<file path="src/rtl/cfgport_pkg.sv">
package cfgport_pkg;

    typedef enum logic [1:0] {
        ST_LOCKED   = 2'd0,
        ST_KEY_HALF = 2'd1,
        ST_OPEN     = 2'd2
    } lock_state_e;

    localparam logic [7:0] KEY_FIRST  = 8'h51;
    localparam logic [7:0] KEY_SECOND = 8'h23;
    localparam logic [7:0] KEY_CLOSE  = 8'hBB;

    localparam logic [7:0] REG_SOFTRST    = 8'h02;
    localparam logic [7:0] REG_DEVSEL     = 8'h07;
    localparam logic [7:0] REG_ACTIVE     = 8'h30;
    localparam logic [7:0] REG_BASE_HI    = 8'h60;
    localparam logic [7:0] REG_BASE_LO    = 8'h61;
    localparam logic [7:0] REG_IRQ_A      = 8'h70;
    localparam logic [7:0] REG_IRQ_B      = 8'h72;
    localparam logic [7:0] REG_DMA        = 8'h74;
    localparam logic [7:0] REG_MODE_FIRST = 8'hF0;

endpackage

</file>
<file path="src/rtl/cfgport_lock_fsm.sv">
module cfgport_lock_fsm
    import cfgport_pkg::*;
(
    input  logic        clk,
    input  logic        rst_n,
    input  logic        wr_en,
    input  logic        port_sel,
    input  logic [7:0]  wdata,
    output lock_state_e state_o,
    output logic        unlocked_o,
    output logic        idx_we_o,
    output logic        data_we_o
);

    lock_state_e state_q, state_d;
    logic        idx_wr, dat_wr;

    assign idx_wr = wr_en && !port_sel;
    assign dat_wr = wr_en &&  port_sel;

    // state register
    always_ff @(posedge clk or negedge rst_n) begin
        if (!rst_n) state_q <= ST_LOCKED;
        else        state_q <= state_d;
    end

    // transitions
    always_comb begin
        state_d = state_q;
        unique case (state_q)
            ST_LOCKED: begin
                if (idx_wr && wdata == KEY_FIRST) state_d = ST_KEY_HALF;
            end
            ST_KEY_HALF: begin
                if (idx_wr) begin
                    if (wdata == KEY_SECOND)     state_d = ST_OPEN;
                    else if (wdata == KEY_FIRST) state_d = ST_KEY_HALF;
                    else                         state_d = ST_LOCKED;
                end else if (dat_wr) begin
                    state_d = ST_LOCKED;
                end
            end
            ST_OPEN: begin
                if (idx_wr && wdata == KEY_CLOSE) state_d = ST_LOCKED;
            end
            default: state_d = ST_LOCKED;
        endcase
    end

    // outputs
    always_comb begin
        state_o    = state_q;
        unlocked_o = (state_q == ST_OPEN);
        idx_we_o   = unlocked_o && idx_wr && (wdata != KEY_CLOSE);
        data_we_o  = unlocked_o && dat_wr;
    end

endmodule

</file>
<file path="src/rtl/cfgport_bank.sv">
module cfgport_bank
    import cfgport_pkg::*;
#(
    parameter int         NMODE   = 5,
    parameter logic [7:0] DMA_RST = 8'h04
) (
    input  logic        clk,
    input  logic        rst_n,
    input  logic        clr_i,
    input  logic        we_i,
    input  logic [7:0]  idx_i,
    input  logic [7:0]  wdata_i,
    output logic        en_o,
    output logic [15:0] base_o,
    output logic [7:0]  irq_o,
    output logic [7:0]  irq2_o,
    output logic [7:0]  dma_o,
    output logic [7:0]  rd_o
);

    logic       en_q;
    logic [7:0] base_hi_q, base_lo_q, irq_q, irq2_q, dma_q;
    logic [7:0] mode_q [NMODE];

    always_ff @(posedge clk or negedge rst_n) begin
        if (!rst_n) begin
            en_q      <= 1'b0;
            base_hi_q <= 8'h00;
            base_lo_q <= 8'h00;
            irq_q     <= 8'h00;
            irq2_q    <= 8'h00;
            dma_q     <= DMA_RST;
            for (int m = 0; m < NMODE; m++) mode_q[m] <= 8'h00;
        end else if (clr_i) begin
            en_q      <= 1'b0;
            base_hi_q <= 8'h00;
            base_lo_q <= 8'h00;
            irq_q     <= 8'h00;
            irq2_q    <= 8'h00;
            dma_q     <= DMA_RST;
            for (int m = 0; m < NMODE; m++) mode_q[m] <= 8'h00;
        end else if (we_i) begin
            case (idx_i)
                REG_ACTIVE:  en_q      <= wdata_i[0];
                REG_BASE_HI: base_hi_q <= wdata_i;
                REG_BASE_LO: base_lo_q <= wdata_i;
                REG_IRQ_A:   irq_q     <= wdata_i;
                REG_IRQ_B:   irq2_q    <= wdata_i;
                REG_DMA:     dma_q     <= wdata_i;
                default: ;
            endcase
            for (int m = 0; m < NMODE; m++)
                if (idx_i == REG_MODE_FIRST + 8'(m)) mode_q[m] <= wdata_i;
        end
    end

    always_comb begin
        rd_o = 8'h00;
        case (idx_i)
            REG_ACTIVE:  rd_o = {7'b0, en_q};
            REG_BASE_HI: rd_o = base_hi_q;
            REG_BASE_LO: rd_o = base_lo_q;
            REG_IRQ_A:   rd_o = irq_q;
            REG_IRQ_B:   rd_o = irq2_q;
            REG_DMA:     rd_o = dma_q;
            default: ;
        endcase
        for (int m = 0; m < NMODE; m++)
            if (idx_i == REG_MODE_FIRST + 8'(m)) rd_o = mode_q[m];
    end

    assign en_o   = en_q;
    assign base_o = {base_hi_q, base_lo_q};
    assign irq_o  = irq_q;
    assign irq2_o = irq2_q;
    assign dma_o  = dma_q;

endmodule

</file>
<file path="src/rtl/cfgport_top.sv">
module cfgport_top
    import cfgport_pkg::*;
#(
    parameter int         NDEV    = 9,
    parameter int         NMODE   = 5,
    parameter logic [7:0] DMA_RST = 8'h04
) (
    input  logic                 clk,
    input  logic                 rst_n,
    input  logic                 wr_en,
    input  logic                 port_sel,
    input  logic [7:0]           wdata,
    output logic [7:0]           rdata,
    output logic [NDEV-1:0]      dev_en_o,
    output logic [16*NDEV-1:0]   dev_base_o,
    output logic [8*NDEV-1:0]    dev_irq_o,
    output logic [8*NDEV-1:0]    dev_irq2_o,
    output logic [8*NDEV-1:0]    dev_dma_o
);

    localparam int SELW = (NDEV > 1) ? $clog2(NDEV) : 1;

    lock_state_e     lock_state;
    logic            unlocked, idx_we, data_we, soft_clr;
    logic [7:0]      index_q;
    logic [SELW-1:0] devsel_q;
    logic [NDEV-1:0] bank_we;
    logic [7:0]      bank_rd [NDEV];
    logic [7:0]      sel_rd, data_val;

    cfgport_lock_fsm u_fsm (
        .clk        (clk),
        .rst_n      (rst_n),
        .wr_en      (wr_en),
        .port_sel   (port_sel),
        .wdata      (wdata),
        .state_o    (lock_state),
        .unlocked_o (unlocked),
        .idx_we_o   (idx_we),
        .data_we_o  (data_we)
    );

    assign soft_clr = data_we && (index_q == REG_SOFTRST) && wdata[0];

    always_ff @(posedge clk or negedge rst_n) begin
        if (!rst_n) begin
            index_q  <= 8'h00;
            devsel_q <= '0;
        end else if (soft_clr) begin
            index_q  <= 8'h00;
            devsel_q <= '0;
        end else begin
            if (idx_we) index_q <= wdata;
            if (data_we && index_q == REG_DEVSEL && 32'(wdata) < NDEV)
                devsel_q <= wdata[SELW-1:0];
        end
    end

    for (genvar d = 0; d < NDEV; d++) begin : g_bank
        assign bank_we[d] = data_we && (devsel_q == SELW'(d));
        cfgport_bank #(.NMODE(NMODE), .DMA_RST(DMA_RST)) u_bank (
            .clk     (clk),
            .rst_n   (rst_n),
            .clr_i   (soft_clr),
            .we_i    (bank_we[d]),
            .idx_i   (index_q),
            .wdata_i (wdata),
            .en_o    (dev_en_o[d]),
            .base_o  (dev_base_o[16*d +: 16]),
            .irq_o   (dev_irq_o[8*d +: 8]),
            .irq2_o  (dev_irq2_o[8*d +: 8]),
            .dma_o   (dev_dma_o[8*d +: 8]),
            .rd_o    (bank_rd[d])
        );
    end

    always_comb begin
        sel_rd = 8'h00;
        for (int d = 0; d < NDEV; d++)
            if (devsel_q == SELW'(d)) sel_rd = bank_rd[d];
    end

    always_comb begin
        case (index_q)
            REG_SOFTRST: data_val = 8'h00;
            REG_DEVSEL:  data_val = 8'(devsel_q);
            default:     data_val = sel_rd;
        endcase
    end

    assign rdata = !unlocked ? 8'hFF : (port_sel ? data_val : index_q);

endmodule

</file>
<file path="config.mk">
export PLATFORM = sky130hd
export DESIGN_NAME = cfgport_top
export DESIGN_NICKNAME = d
export VERILOG_FILES = /design/src/rtl/cfgport_pkg.sv /design/src/rtl/cfgport_lock_fsm.sv /design/src/rtl/cfgport_bank.sv /design/src/rtl/cfgport_top.sv
export SDC_FILE = /design/constraint.sdc
export NUM_CORES = 2
export LEC_CHECK = 0
export BUFFER_PORTS_ARGS = -buffer_cell sky130_fd_sc_hd__clkbuf_2
export CAP_MARGIN = 20
export CORE_MARGIN = 3
export CORE_UTILIZATION = 31
export CTS_CLUSTER_SIZE = 25
export DETAILED_ROUTE_END_ITERATION = 8
export HOLD_SLACK_MARGIN = 0.03
export PLACE_DENSITY = 0.53
export SLEW_MARGIN = 30
export SYNTH_ARGS = -nofsm -noshare
export SYNTH_HDL_FRONTEND = slang
export SYNTH_SLANG_ARGS = --single-unit
</file>
<file path="constraint.sdc">
create_clock -name clk -period 3.4 [get_ports clk]
set_clock_uncertainty 0.05 [all_clocks]
set_input_delay 0.34 -clock clk [delete_from_list [all_inputs] [get_ports clk]]
set_output_delay 0.34 -clock clk [all_outputs]
set_load 0.02 [all_outputs]
</file>
* After elaboration in Yosys (flattened, before gate mapping)
Index checks and enable logic that the tools add are counted.
** Word-level totals
- Logic and storage cells :: 492
- Output and inout port bits :: 377
- Bits in registers :: 743
** Cells by class
- Reductions and logical operators :: 145
- Equality and inequality tests :: 30
- Order comparisons :: 1
- Multiplexer cells :: 214
** Operators with widths (count)
- 2-to-1 mux 8 bit :: 158
- 2-to-1 mux 40 bit :: 18
- one-hot mux 8 bit (6 select lines) :: 9
- AND reduction 2 bit :: 99
- == test 8 x 7 -> 1 bit, second input constant :: 6
- == test 8 bit, second input constant :: 6
- nonzero test 2 bit :: 22
- logical AND 1 bit :: 20
- 2-to-1 mux 1 bit :: 20
- == test 4 x 3 -> 1 bit, second input constant :: 4
- == test 8 x 6 -> 1 bit, second input constant :: 2
- one-hot mux 8 bit (2 select lines) :: 1
- 2-to-1 mux 2 bit :: 5
- == test 4 x 2 -> 1 bit, second input constant :: 2
- == test 8 x 2 -> 1 bit, second input constant :: 1
- == test 8 x 3 -> 1 bit, second input constant :: 1
- less-than comparator 8 x 4 -> 1 bit, second input constant :: 1
- 2-to-1 mux 4 bit :: 2
- inequality test 8 bit, second input constant :: 1
- one-hot mux 2 bit (3 select lines) :: 1
- == test 4 x 1 -> 1 bit, second input constant :: 1
- == test 4 bit, second input constant :: 1
- zero test 4 bit :: 1
- inequality test 2 x 1 -> 1 bit, second input constant :: 2
- other kinds (6) :: 6

* Depth between registers and ports, before layout
- Depth after elaboration :: 19
- Depth in mapped cells :: 13

* Modules after synthesis
Synthesis repeated with hierarchy kept, for this count alone.
** Unflattened totals
- Cell total of the unflattened synthesis :: 4587
- Area total of the unflattened synthesis :: 42221.7 um^2
** Modules (own cells, without submodules)
- cfgport_bank :: cells each 484, sequential area each 2028.2 um^2, area each 4496.8 um^2, instances 9
- cfgport_top :: cells each 212, sequential area each 300.3 um^2, area each 1569.0 um^2, instances 1
- cfgport_lock_fsm :: cells each 19, sequential area each 50.0 um^2, area each 181.4 um^2, instances 1

* Least setup slack after synthesis
No wires, ideal clock.
- Path kind :: reg2out
- From :: reg index_q[1]
- To :: out rdata[5]
- Stages on the path, launching flop included :: 11
- Path slack :: 412 ps
- Arrival time :: 2598 ps
- Cell sequence :: dfrtp_1 > buf_6 > or4b_4 > buf_6 > nor2_2 > buf_2 > a221oi_1 > a22oi_1 > o221ai_1 > a22o_1 > a41oi_1
** On the way
- Word-level cells in the longest chain between the ends :: 19
- Elaborated cells on any way between the ends :: 79
- Classes of those cells :: eq/ne: 13; mux: 66
** Ends and longest elaborated chain
- start, declared :: line cfgport_top.sv:25 : logic [7:0] index_q;
- start signal, assigned :: line cfgport_top.sv:53 : if (idx_we) index_q <= wdata;
- == test 8 x 7 -> 1 bit or == test 8 x 6 -> 1 bit (tied branches) :: line cfgport_bank.sv:59 : case (idx_i)
- one-hot mux 8 bit (6 select lines) :: line cfgport_bank.sv:59
- 2-to-1 mux 8 bit (5 in series) :: line cfgport_bank.sv:69 : if (idx_i == REG_MODE_FIRST + 8'(m)) rd_o = mode_q[m];
- 2-to-1 mux 8 bit (9 in series) :: line cfgport_top.sv:80 : if (devsel_q == SELW'(d)) sel_rd = bank_rd[d];
- one-hot mux 8 bit (2 select lines) * :: line cfgport_top.sv:84 : case (index_q)
- 2-to-1 mux 8 bit * (2 in series) :: line cfgport_top.sv:91 : assign rdata = !unlocked ? 8'hFF : (port_sel ? data_val : index_q);
- end, declared :: line cfgport_top.sv:13 : output logic [7:0] rdata,
Mark *: on every way between the ends. The rest lies on a longest branch, timed or not.

* Worst setup path in the final report
- From :: reg index_q[0]
- To :: out rdata[3]
Same word-level chain as after synthesis.

==> run metrics <==
Post-Synthesis Cell Area 34,100 um^2; Unique masters post-synth 83; initial antenna violation count 3; Syn Nets 3,280; Seq pwr share 46.5%; area leader, netlist dfrtp_1; Hold Crit Class input port to register; Tmin final 4.21 ns; Sw Share 22.9%; CTS Buf Count 84; total track usage 29.4%; layout cells sized above 1 40.6%; vias in the first global route 30,200; Critical Path Slowest Stage Cell dfrtp_4; Critical Path Start index_q[0]; largest net degree at the start of global routing 83; most instantiated cells after synthesis dfrtp_1 (734), nand2_1 (566), o21ai_0 (515), mux2_2 (331), clkbuf_1 (175); worst-margin pin slew 0.944 ns; Post-DRT Antenna Nets 0; min-delay src wr_en; Fmax 238 MHz; Max transition margin 37.1%; remaining routing DRC violations 0; Die H 338 um; CTS tree yes; async set-or-reset flop fraction in the synthesized netlist 100%; # rows 121; Die X 338 um; Post-Layout Cell Count 5,477; Max rail drop VDD 0.336 mV; root buffer cell clkbuf_16; Tcrit/Tclk final 124%; Post-Place Cells 5,273; num ports 389; Post-Syn Area per Cell 10.4 um^2; 1st-iter DRT viols 3,563; routed wire length 171,000 um; cell-by-cell trace of the critical path buf_6 > nor4b_4 > buf_4 > buf_12 > buf_12 > a22o_1 > a221o_1 > o221ai_1 > nand4_1 > nand3_1 > a31oi_2 > o22a_4 > clkbuf_8; Worst path max stage delay 0.51 ns; Detailed Place HPWL 126,000 um; Main synth FF type dfrtp_1; Worst-path clk slew 0.06 ns; power per cell area 409 nW/um^2; remaining global-route overflow 0; # Max-Cap Violations 0; 1st-pass router iterations 6; Setup crit end kind output pin; Mapped Cells 3,268; RSZ-0062 raised after global routing yes; sequential area share after synthesis 54.6%; clock power share 50.3%; Vias/cell 5.73; Int Power 14.7 mW; Syn-to-layout area delta 36.2%; Net count, final 4,012; Pins Over Slew Limit 0; DIE AREA 114,000 um^2; Seq. cell area 18,600 um^2; Synth warnings 0; maximum net fanout on the critical path 6; first-pass GRT wire length 239,000 um; largest cells by area after synthesis dfrtp_1 (54%), mux2_2 (11%), o21ai_0 (7.6%); Worst path most repeated cell buf_12; failing checks setup timing; clock tree buffer depth 3; endpoints failing setup 8; CP required 3.01 ns; synthesis-stage register bit count 743; top-count cell post-synth dfrtp_1; final hold vios 0; post-synth top area share 53.9%; Clk Latency, worst-skew pair 0.66 ns; Arr. time, crit path 3.82 ns; clock sink count 743; Sw Pwr 4.35 mW; total number of vias 31,400; outcome finished, violations left; Placer Congestion 1.01; power share of the combinational group 3.2%; setup ws final -0.809 ns; PortBufs 388; startpoint class of the critical path register; Initial Util 31.3%; reg-to-reg startpoint index_q[0]; Avg WL per Cell 31.2 um; worst hold slack 0.114 ns; Pleak 21.4 nW; Core Footprint 109,000 um^2; crit path kind register to output pin; area of the multi-input gates 15,500 um^2; Fillers 10,600; number of flops mapped to enable cells by yosys 0; htree depth 3
## power by group through the flow
stage | registers (mW) | clock network, mW | logic (mW)
finish | 8.84 | 9.56 | 0.602
global route | 8.84 | 10.0 | 0.632
CTS | 8.84 | 9.67 | 0.599
detailed placement | 9.00 | 0 | 0.593
global placement | 9.00 | 0 | 0.592
floorplan | 9.01 | 0 | 0.108
## cell usage in the layout, fill, tap and decap left out, drive strengths merged, types with 13 or more instances in the layout
cell,count
dfrtp,734
nand2,567
buf,541
o21ai,519
clkbuf,503
mux2,331
a21oi,134
nor2,119
a22oi,116
o22ai,46
a221oi,42
mux2i,38
a22o,36
nor3,23
o221ai,22
nand3,21
clkinv,17
a222oi,16
o211ai,15
a211oi,15
nand2b,14
nor4,14
nor2b,14
nand4,13
## kinds of logic (layout without fill, tap and decap cells)
logic type,Yosys count,count (layout),synth area share (%)
AO/OA/AOI/OAI,1042,1042,18.8
AND/OR/NAND/NOR,832,832,11.0
flip-flops,743,743,54.6
multiplexers,369,369,12.0
buffers and inverters,281,1075,3.62
XOR/XNOR,1,1,0.0257
other,0,1,0
## state kept, by name, summed over array words and instances (netlist names)
name and count:
g_bank.u_bank.irq2_o 72, index_q 8, g_bank.u_bank.mode_q 360, g_bank.u_bank.base_lo_q 72, g_bank.u_bank.dma_o 72, u_fsm.state_o 2
g_bank.u_bank.en_o 9, devsel_q 4, g_bank.u_bank.irq_o 72, g_bank.u_bank.base_hi_q 72
## area by class of cell
type	instances	share of cell area [%]
Sequential cell	743	40.1
Clock buffer	121	5.29
Inverter	2	0.0162
Tap cell	1414	3.81
Multi-Input combinational cell	2244	33.3
Antenna cell	1	0.00539
Timing Repair Buffer	925	16.6
Clock inverter	27	0.876
## layer usage
metal  GRT usage [%]  vias to the layer above  part of all wire (%)
li1                -                    13300                     -
met1            40.6                    16000                    42
met2            45.8                     1709                    45
met3            5.35                      325                   8.9
met4            11.1                        0                   4.4
met5               0                        -                     0
## critical path, delay by kind of cell, from the launching register on
family                 cells  cell delay (ns)
AND/OR/NAND/NOR            3             0.63
flip-flops                 1             0.51
buffers and inverters      5             0.74
AO/OA/AOI/OAI              5             1.30
## final timing paths
kind / endpoint / slack, ns / cells after the start
worst max-delay path: rdata[3] / -0.81 / 13
worst min-delay path: u_fsm.state_o[1] / 0.11 / 4
worst max register to register: g_bank[2].u_bank.dma_o[5] / 0.01 / 15
worst min register to register: g_bank[1].u_bank.mode_q[19] / 0.42 / 2
max in group asynchronous: g_bank[6].u_bank.irq_o[5] / 1.93 / 3
min in group asynchronous: g_bank[5].u_bank.irq2_o[1] / 0.30 / 2
## per-stage QoR
step                util, %  instance area, um^2  power (mW)  worst slack, ns  setup TNS, ns
floorplan                 -                34100        9.12            0.412              0
global placement       38.3                41700        9.60           -0.901         -11.73
detailed placement     38.3                41800        9.60           -0.910         -10.02
CTS                    42.2                46000        19.1           -0.840          -5.54
global route           42.6                46400        19.5           -0.882          -6.18
finish                 42.6                46400        19.0           -0.809          -5.69
## timing repair
item                                    in CTS  in global routing
pin swaps                                   72                 35
gates cloned                                 1                  1
endpoints found under the setup margin     150                138
resized for setup                          212                 88
endpoints found under the hold margin       57                  0
hold buffers                                 1                  0
setup buffers                               51                  8
Note: power is estimated with default switching activity, not from simulation.
